File: src/rtl/pp_pkg.sv
package pp_pkg;
  // linear position of grid cell (r, c) in a grid with cols+1 columns
  function automatic int cell_pos(int r, int c, int cols);
    return r * (cols + 1) + c;
  endfunction
endpackage

File: src/rtl/pp_syndrome.sv
module pp_syndrome #(
  parameter int ROWS = 4,
  parameter int COLS = 4
) (
  input  logic [(ROWS+1)*(COLS+1)-1:0] cw,
  output logic [ROWS:0]                rs,
  output logic [COLS:0]                cs
);
  import pp_pkg::*;

  // every grid row and column, parity line included, must XOR to zero
  always_comb begin
    rs = '0;
    cs = '0;
    for (int i = 0; i <= ROWS; i++) begin
      for (int j = 0; j <= COLS; j++) begin
        rs[i] = rs[i] ^ cw[cell_pos(i, j, COLS)];
        cs[j] = cs[j] ^ cw[cell_pos(i, j, COLS)];
      end
    end
  end
endmodule

File: src/rtl/pp_multi_detect.sv
module pp_multi_detect #(
  parameter int W = 5
) (
  input  logic [W-1:0] vec,
  output logic         multi
);
  // neither zero nor one-hot: some set bit has a set bit below it
  always_comb begin
    logic seen;
    seen  = 1'b0;
    multi = 1'b0;
    for (int k = 0; k < W; k++) begin
      multi = multi | (vec[k] & seen);
      seen  = seen | vec[k];
    end
  end
endmodule

File: src/rtl/pp_decoder.sv
module pp_decoder #(
  parameter int ROWS = 4,
  parameter int COLS = 4
) (
  input  logic                         clk,
  input  logic                         rst,
  input  logic [(ROWS+1)*(COLS+1)-1:0] code_in,
  output logic [(ROWS+1)*(COLS+1)-1:0] code_out,
  output logic [ROWS*COLS-1:0]         data_out,
  output logic [ROWS:0]                row_syn,
  output logic [COLS:0]                col_syn,
  output logic                         nack
);
  import pp_pkg::*;

  localparam int CW = (ROWS + 1) * (COLS + 1);
  localparam int DW = ROWS * COLS;

  logic [ROWS:0] rs;
  logic [COLS:0] cs;
  logic          row_multi, col_multi;
  logic [CW-1:0] fix_mask;
  logic [CW-1:0] fixed;
  logic [DW-1:0] fixed_data;

  pp_syndrome #(.ROWS(ROWS), .COLS(COLS)) u_syn (
    .cw (code_in),
    .rs (rs),
    .cs (cs)
  );

  pp_multi_detect #(.W(ROWS + 1)) u_row_multi (
    .vec   (rs),
    .multi (row_multi)
  );

  pp_multi_detect #(.W(COLS + 1)) u_col_multi (
    .vec   (cs),
    .multi (col_multi)
  );

  // cross of failing row and failing column marks the cell to flip
  for (genvar i = 0; i <= ROWS; i++) begin : g_mrow
    for (genvar j = 0; j <= COLS; j++) begin : g_mcol
      assign fix_mask[cell_pos(i, j, COLS)] = rs[i] & cs[j];
    end
  end

  assign fixed = code_in ^ fix_mask;

  for (genvar i = 0; i < ROWS; i++) begin : g_drow
    for (genvar j = 0; j < COLS; j++) begin : g_dcol
      assign fixed_data[i*COLS + j] = fixed[cell_pos(i, j, COLS)];
    end
  end

  always_ff @(posedge clk) begin
    if (rst) begin
      code_out <= '0;
      data_out <= '0;
      row_syn  <= '0;
      col_syn  <= '0;
      nack     <= 1'b0;
    end else begin
      code_out <= fixed;
      data_out <= fixed_data;
      row_syn  <= rs;
      col_syn  <= cs;
      nack     <= row_multi | col_multi;
    end
  end

  // checks on the registered results against the word that produced them
  logic loaded;
  always_ff @(posedge clk) begin
    if (rst) loaded <= 1'b0;
    else     loaded <= 1'b1;
  end

  assert_nack_matches_count_R8: assert property (@(posedge clk) disable iff (rst)
    nack == (($countones(row_syn) >= 2) || ($countones(col_syn) >= 2)));

  assert_clean_passthrough_R5: assert property (@(posedge clk) disable iff (rst)
    (loaded && row_syn == '0 && col_syn == '0) |-> (code_out == $past(code_in)));

  assert_one_fix_without_nack_R6: assert property (@(posedge clk) disable iff (rst)
    (loaded && !nack) |-> ($countones(code_out ^ $past(code_in)) <= 1));

  for (genvar i = 0; i <= ROWS; i++) begin : g_arow
    for (genvar j = 0; j <= COLS; j++) begin : g_acol
      assert_fix_only_at_cross_R7: assert property (@(posedge clk) disable iff (rst)
        (loaded && (code_out[cell_pos(i, j, COLS)] != $past(code_in[cell_pos(i, j, COLS)])))
          |-> (row_syn[i] && col_syn[j]));
    end
  end
endmodule

File: config.mk
export PLATFORM = sky130hd
export DESIGN_NAME = pp_decoder
export DESIGN_NICKNAME = d
export VERILOG_FILES = /design/src/rtl/pp_pkg.sv /design/src/rtl/pp_syndrome.sv /design/src/rtl/pp_multi_detect.sv /design/src/rtl/pp_decoder.sv
export SDC_FILE = /design/constraint.sdc
export NUM_CORES = 1
export LEC_CHECK = 0
export ABC_AREA = 1
export BUFFER_PORTS_ARGS = -buffer_cell sky130_fd_sc_hd__buf_4
export CAP_MARGIN = 20
export CORE_MARGIN = 2
export CORE_UTILIZATION = 53
export DETAILED_ROUTE_END_ITERATION = 16
export GPL_TIMING_DRIVEN = 0
export PLACE_DENSITY = 0.86
export RECOVER_POWER = 50
export SLEW_MARGIN = 20
export SYNTH_ARGS = -nofsm -noshare
export SYNTH_HDL_FRONTEND = slang
export SYNTH_SLANG_ARGS = --single-unit
File: constraint.sdc
create_clock -name clk -period 3.85 [get_ports clk]
set_input_delay 0.385 -clock clk [delete_from_list [all_inputs] [get_ports clk]]
set_output_delay 0.385 -clock clk [all_outputs]
set_load 0.05 [all_outputs]
Word level (Yosys, flattened, before mapping):

Index checks and enable logic that the tools add are counted.

* bitwise logic cells: 87

Operators with widths (count)
* bitwise XOR 1 bit: 40
* bitwise AND 1 bit: 33
* bitwise XOR 25 bit: 1
* OR 1 bit: 13

* register bits: 52

Longest topological paths before layout:

Gate-level depths: netlist (run 1).

* depth after elaboration: 10
* mapped depth: 14
* mapped depth without buffers: 14

By module:

Synthesis (run 1) repeated with hierarchy kept, for this count alone.

* cells, all modules: 343
* area total of the unflattened synthesis: 2119.5 µm²

Modules (own cells, without submodules)
* pp_decoder: cells each 188, area each 1442.6 µm², instances 1
* pp_syndrome: cells each 131, area each 576.8 µm², instances 1
* pp_multi_detect: cells each 12, area each 50.0 µm², instances 2

Least setup slack after synthesis (run 1):

Ideal clock, no wire load.

* path kind: input to register
* start: input code_in[3]
* end: register nack
* stages on the path: 13
* arrival time: 1370 ps
* library setup time: 130 ps
* path slack: 2349 ps
* buffers on the path: 1
* required time: 3720 ps
* path through: clkbuf_2 -> nor2_1 -> inv_1 -> nand2_1 -> nand2_1 -> nand2_1 -> nand2_1 -> nand2_1 -> inv_1 -> nand2_1 -> nand2_1 -> nor2_1 -> a21oi_2

* longest elaborated chain between the ends: 8
* elaborated cells on any way between the ends: 22
* those cells by class: bitwise: 22

RTL lines
* start, declared: line pp_decoder.sv:7 `input logic [(ROWS+1)*(COLS+1)-1:0] code_in,`
* bitwise XOR 1 bit, on equally long branches (2 in series): line pp_syndrome.sv:17, pp_syndrome.sv:18
* OR 1 bit / bitwise XOR 1 bit (equally long branches): line pp_multi_detect.sv:14, pp_syndrome.sv:18
* bitwise AND 1 bit, or another cell as far along: line pp_multi_detect.sv:13 `multi = multi | (vec[k] & seen);`
* OR 1 bit, or another cell as far along: line pp_multi_detect.sv:13
* OR 1 bit / bitwise AND 1 bit (equally long branches): line pp_multi_detect.sv:13
* OR 1 bit: line pp_multi_detect.sv:13
* OR 1 bit *: line pp_decoder.sv:69 `nack <= row_multi | col_multi;`
* end signal, assigned: line pp_decoder.sv:69
* end, declared: line pp_decoder.sv:12 `output logic nack`

Every way passes the cells marked *; elsewhere a longest branch is shown, timed or not.
A chain may end at the register's enable or synchronous reset.

Worst setup path in the final report (run 1):

Same ends and word-level chain as after synthesis.

==> results of run 1 <==
==> worst max-delay path: stages <==
cell      delay, ns
clkbuf_1       0.26
nor2_1         0.11
nor2_1         0.11
nand2_1        0.09
nand2_1        0.07
nand2_1        0.05
nand2_1        0.22
inv_1          0.10
nand2_1        0.08
nand2_1        0.05
nor2_1         0.12
a21oi_2        0.06
==> Yosys cell counts <==
library cell / count / area [sq um]
a21oi_2: 1 / 8.76
o21ai_0: 25 / 125
nand2_1: 91 / 342
a21oi_1: 22 / 110
inv_2: 3 / 11.3
nand2_2: 5 / 31.3
clkbuf_2: 1 / 5.00
xnor2_1: 6 / 52.6
nand3_1: 17 / 85.1
xor2_1: 2 / 17.5
nand3b_1: 3 / 22.5
dfxtp_1: 36 / 721
xnor2_2: 1 / 16.3
clkbuf_1: 3 / 11.3
or2_1: 1 / 6.26
nor2_1: 30 / 113
o21ai_1: 4 / 20.0
a31oi_1: 3 / 18.8
inv_1: 45 / 169
buf_4: 17 / 128
xor2_2: 2 / 32.5
nand4_1: 2 / 12.5
==> cells by family (layout without fill, tap and decap cells) <==
logic type / Yosys count / in the layout / synth area share, %
buffers and inverters: 69 / 152 / 15.7
AO/OA/AOI/OAI: 55 / 55 / 13.7
flip-flops: 36 / 36 / 35.0
AND/OR/NAND/NOR: 149 / 149 / 29.7
XOR/XNOR: 11 / 11 / 5.78
==> how the worst min path moves through the flow <==
stage / startpoint / endpoint / slack, ns / depth (start not counted)
after floorplan: code_in[13] / code_out[13]$_SDFF_PP0_ / 0.48 / 1
after global placement: code_in[13] / code_out[13]$_SDFF_PP0_ / 0.60 / 2
after detailed placement: code_in[13] / code_out[13]$_SDFF_PP0_ / 0.60 / 2
after CTS: code_in[13] / code_out[13]$_SDFF_PP0_ / 0.29 / 2
after global routing: code_in[13] / code_out[13]$_SDFF_PP0_ / 0.30 / 2
final: code_in[13] / code_out[13]$_SDFF_PP0_ / 0.30 / 2
==> layer usage <==
| layer | GRT usage, % | up-vias | routed length, um |
|---|---|---|---|
| li1 | - | 1141 | - |
| met1 | 30.3 | 988 | 2030 |
| met2 | 40.5 | 112 | 2490 |
| met3 | 5.45 | 11 | 491 |
| met4 | 11.2 | 0 | 109 |
| met5 | 0 | - | 0 |
==> area by class of cell <==
class / instances / area share [%]
inverter: 48 / 6.76
buffer: 21 / 5.35
clock buffer: 5 / 2.58
tap: 48 / 2.25
timing repair buffer: 75 / 16.3
sequential: 36 / 27.1
clock inverter: 3 / 1.60
multi-input combinational: 215 / 38.0
==> where the power goes <==
| group | switching (uW) | leakage [uW] | internal (uW) |
|---|---|---|---|
| sequential | 14.2 | 0.000300 | 415 |
| combinational | 387 | 0.00109 | 139 |
| clock | 136 | 0.0000541 | 191 |
| total | 537 | 0.00144 | 745 |
==> per-stage QoR <==
stage	std cells	utilization [%]
floorplan	320	-
global placement	443	72.7
detailed placement	443	72.7
CTS	451	75.7
global route	451	72.2
finish	451	72.2
==> registers in the layout (all words and copies together), names as in the netlist <==
name,cells
col_syn,5
row_syn,5
nack,1
code_out,25
==> qor.csv, run 1 <==
stage,metric,value,unit
clock_tree,Clock Tree Buf Depth,2,
finish,Post-Layout Inst Area,2660,sq um
setup_path,"critical path fanouts, max",7,
finish,Fillers,347,
routing,Via Count,2252,
die,die width,66.3,um
grt,vias in the first global route,1801,
finish,fin nets,429,
clock_tree,# hold bufs at CTS,0,
place,Post-DP Area,2680,sq um
pwr,leak pwr,0.00144,uW
place,GP Congestion,0.881,
pwr,Total Power,1280,uW
routing,routed wire length,5.13,mm
job,Max-Cap Viols,0,
clock_tree,CTS tree,yes,
synthesis,post-synthesis register bit count,36,
synthesis,Synth warnings,0,
setup_path,capture point of the critical path,nack$_SDFF_PP0_,
grt,Congestion Overflow GR,0,
routing,wire length per cell,11.4,um
routing,antenna-violating nets left,0,
die,die area,4400,sq um
routing,# DRC,0,
clock_tree,CTS buffer count,5,
synthesis,Synth cell types,22,
die,Die Y,66.3,um
routing,drt first pass iters,4,
clock_tree,clk slew on worst S/H paths,0.07,ns
place,I/O Buffers,75,
min_path,Hold Path Class,in -> reg,
pwr,Worst VDD drop,0.327,mV
clock_tree,Post-CTS Setup Bufs,0,
place,DP HPWL,4.03,mm
sta,period utilization,40.2,%
setup_path,Setup crit end kind,flop,
sta,Setup-failing EPs final,0,
sta,Worst Max-Slew Pin Slew,0.613,ns
die,total core area,3690,sq um
finish,layout cells sized above 1,19.4,%
sta,RSZ-0062 raised after global routing,false,
sta,"Min Clock Period, post-route",1.55,ns
sta,Final Hold Fails,0,
sta,Slew Limit Fails,0,
pwr,Pwr Density,481,nW/um^2
clock_tree,# resized after CTS,0,
clock_tree,Root Buffer,clkbuf_8,
routing,DR iter-0 viols,181,
sta,setup ws final,2.30,ns
sta,Max Freq,645,MHz
synthesis,Post-Syn Area,2060,sq um
outcome,status,completed,
synthesis,synthesized net count,347,
grt,gr usage total,24.6,%
grt,largest net degree at the start of global routing,13,
clock_tree,H-tree levels,2,
synthesis,fraction of the yosys area taken by sequential cells,35.0,%
setup_path,CP Data Required Time,4.01,ns
setup_path,kind of critical path,in -> reg,
setup_path,Crit. Startpoint,code_in[3],
grt,initial antenna violation count,0,
sta,Hold Slack,0.301,ns
routing,via/cell ratio,4.99,
finish,flip-flop and latch area,721,sq um
die,I/O pin count,79,
grt,first-pass GRT wire length,8.09,mm
die,Starting Density,55.8,%
finish,"commonest non-fill, non-tap cells in the layout","nand2_1, buf_4, inv_1",
setup_path,Worst EP arrival,1.71,ns
die,row count,22,
finish,antenna cells,0,
finish,"commonest non-fill, non-tap cell in the layout",nand2_1,
setup_path,Worst Setup Start Kind,input port,
place,pre-CTS setup slack,2.09,ns
clock_tree,Clock Sinks,36,
sta,Worst slew margin,59.3,%
finish,area growth from synthesis to layout,29.4,%
sta,setup_tns,0,ns
synthesis,Mean Syn Cell Area,6.43,sq um
synthesis,Post-Synthesis Cells,320,
finish,area of the multi-input gates,1010,sq um
Note: power is estimated with default switching activity, not from simulation.
==> run 2: changes to the inputs <==
- CORE_UTILIZATION: 53 -> 44
- PLACE_DENSITY: 0.86 -> 0.76
- clock period: 3.85 -> 1.4 ns (I/O delays scaled with it)
==> qor.csv, run 2 (synthesis gave the netlist of run 1 again) <==
stage,metric,value,unit,change
place,GP Congestion,0.876,,-0.62%
finish,layout cells sized above 1,22.1,%,+2.7 points
clock_tree,CTS tree,yes,,
routing,# DRC,0,,unchanged
grt,largest net degree at the start of global routing,13,,unchanged
grt,gr usage total,21.5,%,-3.0 points
finish,max FFs per register,25,,unchanged
sta,period utilization,88.1,%,
sta,Final Hold Fails,0,,unchanged
setup_path,CP Data Required Time,1.60,ns,-2.41 ns
clock_tree,CTS buffer count,5,,unchanged
sta,Slew Limit Fails,0,,unchanged
grt,initial antenna violation count,0,,unchanged
finish,"commonest non-fill, non-tap cell in the layout",nand2_1,,
job,Max-Cap Viols,0,,unchanged
setup_path,Worst EP arrival,1.44,ns,-0.27 ns
clock_tree,Clock Tree Buf Depth,2,,unchanged
setup_path,kind of critical path,in -> reg,,
grt,first-pass GRT wire length,8.74,mm,+8.1%
routing,DR iter-0 viols,96,,-47%
min_path,Hold Path Class,in -> reg,,
die,I/O pin count,79,,unchanged
die,Starting Density,46.3,%,-9.5 points
clock_tree,Clock Sinks,36,,unchanged
sta,"Min Clock Period, post-route",1.23,ns,
pwr,Pwr Density,1260,nW/um^2,+160%
sta,Worst slew margin,60.0,%,+0.75 points
routing,routed wire length,5.34,mm,+4.0%
pwr,Worst VDD drop,0.566,mV,+73%
routing,Via Count,2206,,-2.0%
sta,setup ws final,0.167,ns,-2.13 ns
place,DP HPWL,4.15,mm,+3.1%
outcome,status,completed,,
clock_tree,clk slew on worst S/H paths,0.07,ns,about the same
finish,fin nets,429,,unchanged
die,die area,5240,sq um,+19%
sta,Worst Max-Slew Pin Slew,0.602,ns,-0.0112 ns
sta,RSZ-0062 raised after global routing,false,,
die,total core area,4440,sq um,+20%
place,pre-CTS setup slack,-0.135,ns,-2.22 ns
clock_tree,H-tree levels,2,,unchanged
die,row count,24,,+9.1%
finish,"commonest non-fill, non-tap cells in the layout","nand2_1, buf_4, inv_1",,
finish,fin util,59.7,%,-13 points
die,Die Y,72.4,um,+9.2%
sta,setup_tns,0,ns,unchanged
place,I/O Buffers,75,,unchanged
clock_tree,Root Buffer,clkbuf_8,,
finish,Largest Register,code_out,,
die,die width,72.4,um,+9.2%
routing,antenna-violating nets left,0,,unchanged
routing,drt first pass iters,5,,+1
finish,antenna cells,0,,unchanged
grt,Congestion Overflow GR,0,,unchanged
routing,wire length per cell,11.7,um,+3.1%
grt,vias in the first global route,1979,,+9.9%
setup_path,"critical path fanouts, max",10,,+3
setup_path,Setup crit end kind,flop,,
setup_path,Worst Setup Start Kind,input port,,
finish,Fillers,479,,+38%
sta,Hold Slack,0.0670,ns,-0.234 ns
routing,via/cell ratio,4.85,,-2.9%
sta,Max Freq,811,MHz,
finish,biggest registers after layout,"code_out (25), col_syn (5), row_syn (5)",,
pwr,leak pwr,0.00146,uW,+1.4%
finish,area growth from synthesis to layout,28.9,%,
sta,Setup-failing EPs final,0,,unchanged
## run 2: changes by cell type in the layout (fill, tap and decap cells not counted), sizes merged
| cell | previous run | this run |
|---|---|---|
| buf | 58 | 56 |
| clkbuf | 43 | 45 |
| clkinv | 1 | 3 |
| bufinv | 1 | 0 |
| clkinvlp | 1 | 0 |
## run 2: cell type report
| cell class | instances | area [sq um] | area share (%) |
|---|---|---|---|
| plain buffers | 21 | 144 | 5.42 |
| multi-input cells | 215 | 1020 | 38.3 |
| repair buffers | 75 | 440 | 16.6 |
| clock inverters | 3 | 18.8 | 0.707 |
| inverters | 48 | 180 | 6.79 |
| clock buffers | 5 | 68.8 | 2.59 |
| flip-flops and latches | 36 | 721 | 27.2 |
| well taps | 52 | 65.1 | 2.45 |
## run 2: power breakdown
group	internal [uW]	total (uW)	switching (uW)
clock network	346	723	377
registers	1140	1180	37.4
logic	386	1460	1070
total	1870	3360	1480
## run 2: final timing paths
kind | start | end | slack, ns | depth (start not counted)
max | rst | code_out[11]$_SDFF_PP0_ | 0.17 | 5
min | code_in[13] | code_out[13]$_SDFF_PP0_ | 0.07 | 2
## run 2: layer usage
layer  track usage [%]  wire length, um  vias up
met4              8.64              133        0
met3              4.44              388        9
met5                 0                0        -
met1              26.5             2300      970
li1                  -                -     1142
met2              36.7             2510       85
## run 2: repair_timing
action	CTS	global route
buffers inserted	0	0
gates resized for setup	0	2
hold buffers	0	0
endpoints found under the setup margin	0	1
## run 2: through the flow
stage | std cells | instance area (sq um) | power [uW]
global route | 455 | 2650 | 3550
global placement | 447 | 2690 | 2720
floorplan | 320 | 2060 | 2290
finish | 455 | 2650 | 3360
detailed placement | 447 | 2690 | 2750
CTS | 455 | 2770 | 3480
## run 2: worst max-delay path, stage by stage
cell and delay [ns]:
clkbuf_1 0.24, inv_1 0.32, clkbuf_1 0.40, o21ai_0 0.15
a21oi_1 0.18
==> run 3: changes to the inputs <==
- CORE_UTILIZATION: 44 -> 49
- PLACE_DENSITY: 0.76 -> 0.8
- clock period: 1.4 -> 1.3 ns (I/O delays scaled with it)
==> qor.csv, run 3 (synthesis gave the netlist of run 1 again) <==
stage,metric,value,unit,change
outcome,status,completed,,
routing,Via Count,2284,,+3.5%
die,Starting Density,51.1,%,+4.8 points
finish,layout cells sized above 1,30.6,%,+8.5 points
grt,first-pass GRT wire length,8.47,mm,-3.2%
die,row count,23,,-4.2%
routing,# DRC,0,,unchanged
setup_path,capture point of the critical path,nack$_SDFF_PP0_,,
place,Post-Place Cells,445,,-0.45%
sta,Setup-failing EPs final,0,,unchanged
clock_tree,H-tree levels,2,,unchanged
finish,Largest Register,code_out,,
setup_path,CP Data Required Time,1.47,ns,-0.13 ns
sta,Hold Slack,0.0475,ns,-0.0194 ns
grt,initial antenna violation count,0,,unchanged
finish,antenna cells,0,,unchanged
grt,gr usage total,24.2,%,+2.7 points
routing,wire length per cell,12.2,um,+3.9%
sta,"Min Clock Period, post-route",1.25,ns,
routing,DR iter-0 viols,169,,+76%
sta,Max Freq,802,MHz,
min_path,Hold Path Class,in -> reg,,
clock_tree,Clock Tree Buf Depth,2,,unchanged
die,I/O pin count,79,,unchanged
sta,setup ws final,0.0533,ns,-0.114 ns
grt,Congestion Overflow GR,0,,unchanged
grt,largest net degree at the start of global routing,13,,unchanged
finish,Fillers,403,,-16%
setup_path,Worst EP arrival,1.42,ns,-0.02 ns
sta,Worst slew margin,69.2,%,+9.2 points
routing,drt first pass iters,7,,+2
sta,Final Hold Fails,0,,unchanged
routing,antenna-violating nets left,0,,unchanged
pwr,Worst VDD drop,0.798,mV,+41%
die,die area,4730,sq um,-9.7%
job,Max-Cap Viols,0,,unchanged
sta,period utilization,95.9,%,
setup_path,kind of critical path,in -> reg,,
finish,Layout Cells excl Fill,455,,unchanged
sta,Slew Limit Fails,0,,unchanged
finish,"commonest non-fill, non-tap cell in the layout",nand2_1,,
finish,fin nets,431,,+0.47%
routing,routed wire length,5.54,mm,+3.9%
finish,biggest registers after layout,"code_out (25), col_syn (5), row_syn (5)",,
clock_tree,CTS buffer count,5,,unchanged
place,pre-CTS setup slack,-0.265,ns,-0.130 ns
sta,RSZ-0062 raised after global routing,true,,
setup_path,Setup crit end kind,flop,,
routing,via/cell ratio,5.02,,+3.5%
sta,Worst Max-Slew Pin Slew,0.462,ns,-0.140 ns
die,Die Y,68.8,um,-5.0%
finish,"commonest non-fill, non-tap cells in the layout","nand2_1, buf_4, inv_1",,
finish,max FFs per register,25,,unchanged
die,total core area,4030,sq um,-9.3%
clock_tree,clk slew on worst S/H paths,0.08,ns,about the same
grt,vias in the first global route,1952,,-1.4%
setup_path,Crit. Startpoint,code_in[0],,
pwr,Pwr Density,1360,nW/um^2,+7.3%
clock_tree,Root Buffer,clkbuf_8,,
clock_tree,Clock Sinks,36,,unchanged
clock_tree,# hold bufs at CTS,0,,unchanged
clock_tree,CTS tree,yes,,
pwr,leak pwr,0.00157,uW,+7.2%
finish,area growth from synthesis to layout,32.8,%,
place,GP Congestion,0.835,,-4.7%
place,I/O Buffers,75,,unchanged
die,die width,68.8,um,-5.0%
setup_path,"critical path fanouts, max",6,,-4
setup_path,Worst Setup Start Kind,input port,,
place,DP HPWL,4.18,mm,+0.68%
-- run 3: changes by cell type in the layout (fill, tap and decap cells not counted), sizes merged --
cell | previous run | this run
buf | 56 | 61
clkbuf | 45 | 42
-- run 3: worst min path at each step --
stage	slack, ns	cells past startpoint	from	end
after floorplan	0.22	1	code_in[13]	code_out[13]$_SDFF_PP0_
after global placement	0.35	2	code_in[13]	code_out[13]$_SDFF_PP0_
after detailed placement	0.35	2	code_in[13]	code_out[13]$_SDFF_PP0_
after CTS	0.05	2	code_in[13]	code_out[13]$_SDFF_PP0_
after global routing	0.06	2	code_in[13]	code_out[13]$_SDFF_PP0_
final	0.05	2	code_in[13]	code_out[13]$_SDFF_PP0_
-- run 3: repair_timing --
item | CTS | global route
resized for setup | 0 | 12
setup buffers | 0 | 2
endpoints found under the setup margin | 0 | 15
-- run 3: layer usage --
layer  GRT usage, %  vias up  share of wire, %  wire length, um
met3           5.19       13                10              555
met5              0        -                 0                0
met2           42.4      116                49             2720
li1               -     1149                 -                -
met4           8.58        0               1.5               85
met1           29.1     1006                39             2180
-- run 3: worst max-delay path, cell delays in order --
cell and delay, ns:
buf_4 0.14, nand2_1 0.06, inv_1 0.05, o21ai_1 0.23, nand2_1 0.14, nand2_1 0.08
nand2_1 0.14, nand2_1 0.11, nand2_1 0.05, inv_1 0.05, nand3_1 0.07, nor2_2 0.11
a21oi_2 0.07
-- run 3: report_power, final --
| part | internal, uW | switching [uW] | total (uW) | leakage (uW) |
|---|---|---|---|---|
| Combinational | 471 | 1180 | 1650 | 0.00122 |
| Sequential | 1230 | 41.0 | 1270 | 0.000300 |
| Clock | 373 | 413 | 787 | 0.0000479 |
-- run 3: area by class of cell --
cell class | count | area [sq um] | area share, %
repair buffers | 77 | 495 | 18.1
well taps | 50 | 62.6 | 2.29
clock inverters | 3 | 18.8 | 0.687
inverters | 48 | 180 | 6.59
flip-flops and latches | 36 | 721 | 26.4
multi-input cells | 215 | 1040 | 38.1
plain buffers | 21 | 145 | 5.31
clock buffers | 5 | 68.8 | 2.52
-- run 3: through the flow --
| step | power (uW) | TNS [ns] | utilization [%] | cell area (sq um) |
|---|---|---|---|---|
| 2_1_floorplan | 2470 | 0 | - | 2060 |
| 3_3_place_gp | 2930 | -2.08 | 66.6 | 2680 |
| 3_5_place_dp | 2960 | -3.24 | 66.6 | 2680 |
| 4_1_cts | 3730 | 0 | 68.8 | 2770 |
| 5_1_grt | 3890 | -0.0162 | 67.8 | 2730 |
| 6_report | 3710 | 0 | 67.8 | 2730 |
